===== src/rtl/mstat_pkg.sv =====
package mstat_pkg;
  localparam int unsigned CH_N = 4;
  localparam int unsigned CH_CTS  = 0;
  localparam int unsigned CH_DSR  = 1;
  localparam int unsigned CH_RING = 2;
  localparam int unsigned CH_CD   = 3;
  localparam int unsigned WORD_W  = 2 * CH_N;
  typedef logic [CH_N-1:0] ch_vec_t;
endpackage


===== src/rtl/mstat_sync.sv =====
module mstat_sync #(
  parameter int unsigned W       = 4,
  parameter int unsigned STAGES  = 2,
  parameter logic [W-1:0] RST_VAL = '1
) (
  input  logic         clk,
  input  logic         rst_n,
  input  logic [W-1:0] din,
  output logic [W-1:0] dout
);
  logic [W-1:0] chain [STAGES];

  for (genvar s = 0; s < STAGES; s++) begin : g_stage
    always_ff @(posedge clk or negedge rst_n) begin
      if (!rst_n) chain[s] <= RST_VAL;
      else if (s == 0) chain[s] <= din;
      else chain[s] <= chain[(s == 0) ? 0 : s-1];
    end
  end

  assign dout = chain[STAGES-1];
endmodule


===== src/rtl/mstat_route.sv =====
module mstat_route
  import mstat_pkg::*;
(
  input  logic    clk,
  input  logic    rst_n,
  input  logic    loop_en,
  input  ch_vec_t ctl_lvl,
  input  ch_vec_t pin_sync_n,
  output ch_vec_t lvl,
  output logic    mode_chg
);
  logic loop_q;

  always_ff @(posedge clk or negedge rst_n) begin
    if (!rst_n) loop_q <= 1'b0;
    else        loop_q <= loop_en;
  end

  assign mode_chg = loop_en ^ loop_q;
  assign lvl      = loop_en ? ctl_lvl : ~pin_sync_n;
endmodule


===== src/rtl/mstat_detect.sv =====
module mstat_detect #(
  parameter int unsigned W = 4,
  parameter logic [W-1:0] TRAIL_MASK = '0
) (
  input  logic         clk,
  input  logic         rst_n,
  input  logic [W-1:0] lvl,
  input  logic         mode_chg,
  input  logic         rd_stb,
  output logic [W-1:0] hit,
  output logic [W-1:0] flag_q
);
  logic [W-1:0] lvl_q;

  always_ff @(posedge clk or negedge rst_n) begin
    if (!rst_n) lvl_q <= '0;
    else        lvl_q <= lvl;
  end

  for (genvar i = 0; i < W; i++) begin : g_ch
    if (TRAIL_MASK[i]) begin : g_trail
      assign hit[i] = lvl_q[i] & ~lvl[i] & ~mode_chg;
    end else begin : g_any
      assign hit[i] = (lvl_q[i] ^ lvl[i]) & ~mode_chg;
    end

    always_ff @(posedge clk or negedge rst_n) begin
      if (!rst_n) flag_q[i] <= 1'b0;
      else        flag_q[i] <= (flag_q[i] & ~rd_stb) | hit[i];
    end

    p_read_clear_r5: assert property (@(posedge clk) disable iff (!rst_n)
      (rd_stb && !hit[i]) |=> !flag_q[i]);
    p_hit_kept_r6: assert property (@(posedge clk) disable iff (!rst_n)
      hit[i] |=> flag_q[i]);
    p_switch_quiet_r9: assert property (@(posedge clk) disable iff (!rst_n)
      (mode_chg && !flag_q[i]) |=> !flag_q[i]);
    if (TRAIL_MASK[i]) begin : g_chk_trail
      p_ring_lead_ignored_r4: assert property (@(posedge clk) disable iff (!rst_n)
        (!lvl_q[i] && lvl[i] && !flag_q[i]) |=> !flag_q[i]);
    end
  end
endmodule


===== src/rtl/modem_status_monitor.sv =====
module modem_status_monitor
  import mstat_pkg::*;
#(
  parameter int unsigned SYNC_STAGES = 2
) (
  input  logic       clk,
  input  logic       rst_n,
  input  logic       pin_cts_n,
  input  logic       pin_dsr_n,
  input  logic       pin_ring_n,
  input  logic       pin_cd_n,
  input  logic       rd_stb_i,
  input  logic       loop_en_i,
  input  logic       ctl_dtr_i,
  input  logic       ctl_rts_i,
  input  logic       ctl_aux1_i,
  input  logic       ctl_aux2_i,
  input  logic       irq_en_i,
  output logic [7:0] rd_data_o,
  output logic       irq_o
);
  localparam ch_vec_t TRAIL = ch_vec_t'(1) << CH_RING;

  ch_vec_t pin_raw_n, pin_sync_n, ctl_lvl, lvl, hit, flag_q;
  logic    mode_chg;

  always_comb begin
    pin_raw_n          = '1;
    pin_raw_n[CH_CTS]  = pin_cts_n;
    pin_raw_n[CH_DSR]  = pin_dsr_n;
    pin_raw_n[CH_RING] = pin_ring_n;
    pin_raw_n[CH_CD]   = pin_cd_n;
    ctl_lvl            = '0;
    ctl_lvl[CH_CTS]    = ctl_rts_i;
    ctl_lvl[CH_DSR]    = ctl_dtr_i;
    ctl_lvl[CH_RING]   = ctl_aux1_i;
    ctl_lvl[CH_CD]     = ctl_aux2_i;
  end

  mstat_sync #(.W(CH_N), .STAGES(SYNC_STAGES), .RST_VAL('1)) u_sync (
    .clk(clk), .rst_n(rst_n), .din(pin_raw_n), .dout(pin_sync_n));

  mstat_route u_route (
    .clk(clk), .rst_n(rst_n), .loop_en(loop_en_i), .ctl_lvl(ctl_lvl),
    .pin_sync_n(pin_sync_n), .lvl(lvl), .mode_chg(mode_chg));

  mstat_detect #(.W(CH_N), .TRAIL_MASK(TRAIL)) u_detect (
    .clk(clk), .rst_n(rst_n), .lvl(lvl), .mode_chg(mode_chg),
    .rd_stb(rd_stb_i), .hit(hit), .flag_q(flag_q));

  assign rd_data_o = {lvl, flag_q};
  assign irq_o     = irq_en_i & (|flag_q);

  p_irq_follows_hit_r10: assert property (@(posedge clk) disable iff (!rst_n)
    (|hit && irq_en_i) |=> (!irq_en_i || irq_o));
  p_irq_drop_r10: assert property (@(posedge clk) disable iff (!rst_n)
    (rd_stb_i && !(|hit)) |=> !irq_o);
endmodule


===== config.mk =====
export PLATFORM = sky130hd
export DESIGN_NAME = modem_status_monitor
export DESIGN_NICKNAME = d
export VERILOG_FILES = /design/src/rtl/mstat_pkg.sv /design/src/rtl/mstat_sync.sv /design/src/rtl/mstat_route.sv /design/src/rtl/mstat_detect.sv /design/src/rtl/modem_status_monitor.sv
export SDC_FILE = /design/constraint.sdc
export NUM_CORES = 1
export LEC_CHECK = 0
export ABC_AREA = 1
export BUFFER_PORTS_ARGS = -buffer_cell sky130_fd_sc_hd__buf_2
export CORE_AREA = 2 2 43 45
export CTS_CLUSTER_SIZE = 28
export DETAILED_ROUTE_END_ITERATION = 10
export DIE_AREA = 0 0 45 47
export GPL_ROUTABILITY_DRIVEN = 0
export GPL_TIMING_DRIVEN = 0
export PLACE_DENSITY_LB_ADDON = 0.15
export SLEW_MARGIN = 5
export SYNTH_ARGS = -nofsm -noshare
export SYNTH_HDL_FRONTEND = slang
export SYNTH_SLANG_ARGS = --single-unit

===== constraint.sdc =====
create_clock -name clk -period 1.8 [get_ports clk]
set_input_delay 0.09 -clock clk [delete_from_list [all_inputs] [get_ports clk]]
set_output_delay 0.09 -clock clk [all_outputs]
set_load 0.03 [all_outputs]

After elaboration in Yosys (flattened, before gate mapping):

Cells that the tools add are included.

* add/sub/neg operators: 0
* $mul: 0
* divide/modulo/power cells: 0
* $lt $le $gt $ge: 0
* equality and inequality tests: 0
* shifts and indexed selects: 0
* multiplexer cells: 1
* bitwise operators: 22
* reductions and logical operators: 1

Operator list (count)
* $and 1x1->1: 10
* $mux 4: 1
* $not 4->4: 1
* $or 1x1->1: 4
* $reduce_or 4->1: 1
* $xor 1x1->1: 4
* $not 1->1: 3

* register bits: 17
* latch bits: 0
* bits in writable memories: 0
* ROM bits: 0
* input bits: 13
* output and inout bits: 9
* logic and storage cells: 32
* memories: 0

Logic depth before layout (Yosys ltp):

* depth after elaboration: 6
* gate-level depth with buffers: 6
* mapped depth without buffers: 5

By module:

Synthesis repeated with hierarchy kept, for this count alone.

* cells, all modules: 69
* area, all modules: 683.2 µm²

Modules (own cells, without submodules)
* mstat_detect: times used 1, cells each 38, area an instance 321.6 µm², sequential area each 200.2 µm²
* mstat_sync: times used 1, cells each 12, area an instance 240.2 µm², sequential area each 210.2 µm²
* mstat_route: times used 1, cells each 15, area an instance 105.1 µm², sequential area each 25.0 µm²
* modem_status_monitor: times used 1, cells each 4, area an instance 16.3 µm², sequential area each 0.0 µm²

Worst setup path before layout:

OpenSTA, ideal clock, no wires.

* path kind: register to output
* start: reg u_detect.flag_q[3]
* end: out irq_o
* arrival: 1.315 ns
* data required time: 1.710 ns
* path slack: 0.395 ns
* cell stages (with the launch flop): 3
* path buffers: 0
* cell sequence: dfrtp_1 -> nor2_1 -> a21boi_0

* cells in the longest elaborated chain, start to end: 2

Ends and longest elaborated chain
* from (decl): line mstat_detect.sv:11 `output logic [W-1:0] flag_q`
* from (signal, indexed assignment): line mstat_detect.sv:29 `else flag_q[i] <= (flag_q[i] & ~rd_stb) | hit[i];`
* $reduce_or 4->1: line modem_status_monitor.sv:52 `assign irq_o = irq_en_i & (|flag_q);`
* $and 1x1->1: line modem_status_monitor.sv:52
* to (decl): line modem_status_monitor.sv:20 `output logic irq_o`

No other way between the ends.

Final worst setup path:

* start: in loop_en_i
* end: out rd_data_o[6]

* cells in the longest elaborated chain, start to end: 1

Ends and longest elaborated chain
* from (decl): line modem_status_monitor.sv:13 `input logic loop_en_i,`
* $mux 4: line mstat_route.sv:20 `assign lvl = loop_en ? ctl_lvl : ~pin_sync_n;`
* to (decl): line modem_status_monitor.sv:19 `output logic [7:0] rd_data_o,`

No other way between the ends.

==> results by group <==
Final layout
  • Fill cells: 162
  • Post-route non-filler standard cell count: 117
  • Antenna cells: 0
  • NumNets Final: 114
  • Synth-to-Final Area Change: 31.20%
  • Proportion of layout cells with a drive suffix above 1: 0.3700
  • Final Util: 0.5447

Floorplanning
  • FP Rows: 15
  • Die ar.: 2115 µm²
  • Io pins: 22
  • Die X: 45 µm
  • Initial Util: 0.4152
  • Die height: 47 µm
  • Core Region: 1652 µm²

Place
  • Port bufs: 21
  • DP Worst Slack: 0.8487 ns
  • Placed Instances: 107
  • Dpl hpwl: 796.9 µm

Global routing
  • First-pass GRT wire length: 1.642 mm
  • Initial antenna violation count: 0
  • GRT Overall Usage: 0.1140
  • Remaining Overflow, GRT: 0
  • Number of global-route vias before repair: 400
  • Pin count of the biggest net entering global routing: 18

STA
  • RSZ-0062 raised after global routing: no
  • Fin crit period: 1.435 ns
  • Final Hold Viols: 0
  • Tcrit/Tclk final: 0.7972
  • Worst slew pin tran: 0.3713 ns
  • Pins Over Slew Limit: 0
  • Setup ws final: 0.3650 ns
  • Final setup viols: 0
  • Max Freq: 696.9 MHz
  • Final worst clock skew: 0.002148 ns
  • Fin Hold WS: 0.04280 ns
  • Final setup TNS: 0 ns
  • Max_slew headroom: 0.7525

Job
  • # Max-Cap Violations: 0

Route
  • DRT antenna net count: 0
  • First drt pass iteration count: 2
  • 1st-iter DRT viols: 4
  • Final WL: 1.086 mm
  • DR DRC count: 0
  • WL per Instance: 9.282 µm
  • Vias/cell: 4.359
  • Vias: 510

Yosys
  • FF+latch count, synth: 17
  • Post-synth top area share: 0.3285
  • Synth Area per Inst: 9.937 µm²
  • Post-synth top area cell: dfrtp_1
  • Synth area leaders: dfrtp_1 33%, dfstp_2 31%, nand2_1 13%
  • EDFF count, synth: 0
  • Share of flip-flops with an asynchronous set or reset: 1.000
  • Post-synthesis instance total: 69
  • Number of distinct library cells after synthesis: 11
  • Most frequent cells after synthesis: 24 x nand2_1, 11 x inv_1, 10 x nand3_1
  • Main flop type after synthesis: dfrtp_1
  • Top-count cell post-synth: nand2_1
  • Post-Syn Nets: 82
  • Mapped cell area: 685.7 µm²
  • Synth Warn #: 0
  • Seq/Total Area, Yosys: 0.6350

Worst setup path
  • CP max stage delay: 0.53 ns
  • Critical-path cell list: dlygate4sd3_1, buf_2, buf_6, inv_4, nand2_1, o21ai_2, inv_1, buf_2
  • Kind of critical path: in2out
  • Crit start category: input port
  • Critical Path End Type: primary output
  • Critical Path AT: 1.35 ns
  • Critical Path RT: 1.71 ns
  • CP most frequent cell: buf_2
  • CP max FO: 8
  • Critical path's slowest cell: dlygate4sd3_1

Power
  • Power Density: 885.0 nW/µm²
  • Leak Pwr: 0.0004930 µW
  • Max VDD drop: 477.2 µV

CTS
  • Clk buf depth: 2
  • Clk sinks: 17
  • Post-CTS Resized: 0
  • Root Driver: clkbuf_4
  • CTS H-tree lvls: 1
  • Total CTS buffers: 3
  • Worst-Skew Late Latency: 0.28 ns
  • CTS tree: built
  • Reg clk slew, reported paths: 0.09 ns

Hold path
  • Hold Crit Class: in2reg

Outcome
  • Status: finished, final reports clean
[placed cells by master (no fill, tap or decap)]
| master | instances |
|---|---|
| nor2_1 | 2 |
| nand2_1 | 24 |
| buf_2 | 21 |
| inv_4 | 1 |
| dlygate4sd3_1 | 6 |
| buf_6 | 1 |
| dfrtp_1 | 9 |
| nand3_1 | 10 |
| xnor2_4 | 1 |
| clkbuf_4 | 3 |
| o21ai_2 | 1 |
| dfstp_2 | 8 |
| inv_1 | 11 |
| clkinv_2 | 1 |
| a21boi_0 | 1 |
[where the power goes]
part / internal [µW] / switching, µW / leakage (µW)
Combinational: 61.7 / 103 / 0.000283
Sequential: 420 / 17.1 / 0.000192
Clock: 82.4 / 112 / 0.0000177
Total: 564 / 232 / 0.000493
[sequential cells by signal (all words and copies together), names as in the netlist]
signal           cells
u_detect.flag_q      4
u_detect.lvl_q       4
u_route.loop_q       1
u_sync.chain         4
u_sync.dout          4
[stage by stage]
step           power (µW)  cell area (µm²)
4_1_cts             814.8            899.6
3_5_place_dp        601.4            812.0
6_report            796.1            899.6
2_1_floorplan       546.6            685.7
3_3_place_gp        598.0            812.0
5_1_grt             842.2            899.6
[cell type report]
| type | count | area, µm² | area share |
|---|---|---|---|
| Clock buffer | 3 | 22.52 | 0.02503 |
| Multi-Input combinational cell | 39 | 191.4 | 0.2128 |
| Inverter | 12 | 47.55 | 0.05285 |
| Sequential cell | 17 | 435.4 | 0.4840 |
| Tap cell | 17 | 21.27 | 0.02364 |
| Timing Repair Buffer | 27 | 165.2 | 0.1836 |
| Clock inverter | 1 | 5.005 | 0.005563 |
| Buffer | 1 | 11.26 | 0.01252 |
[kinds of logic (layout without fill, tap and decap cells)]
logic type / after synthesis / after routing / synth area share
buffers and inverters: 13 / 44 / 0.08577
AO/OA/AOI/OAI: 2 / 2 / 0.02373
XOR/XNOR: 1 / 1 / 0.04015
flip-flops: 17 / 17 / 0.6350
AND/OR/NAND/NOR: 36 / 36 / 0.2153
[critical path, delay by kind of cell]
kind | cells | cell delay [ns]
compound gates | 1 | 0.06
simple gates | 1 | 0.06
buf+inv | 6 | 1.12
[worst paths after layout]
kind	from	to	slack (ns)	depth (start not counted)
worst max-delay path	loop_en_i	rd_data_o[6]	0.36	8
worst min-delay path	ctl_aux1_i	u_detect.lvl_q[2]	0.04	3
worst max register to register	u_sync.dout[1]	u_detect.flag_q[1]	0.85	5
worst min register to register	u_sync.chain[4]	u_sync.dout[0]	0.36	0
max in group asynchronous	rst_n	u_sync.chain[7]	1.25	2
min in group asynchronous	rst_n	u_detect.lvl_q[1]	0.24	2
[what timing repair did]
item / CTS / global route
buffers inserted: 0 / 0
hold endpoints to repair: 14 / 0
hold buffers: 6 / 0
[per-layer routing]
metal  wire, µm  vias to the layer above  global-route usage
met5          0                        -                   0
met4         12                        0             0.08824
met3         65                        2             0.03462
met2        495                       15              0.1629
met1        513                      219              0.1446
li1           -                      274                   -
Power figures use the tool's default switching activity.
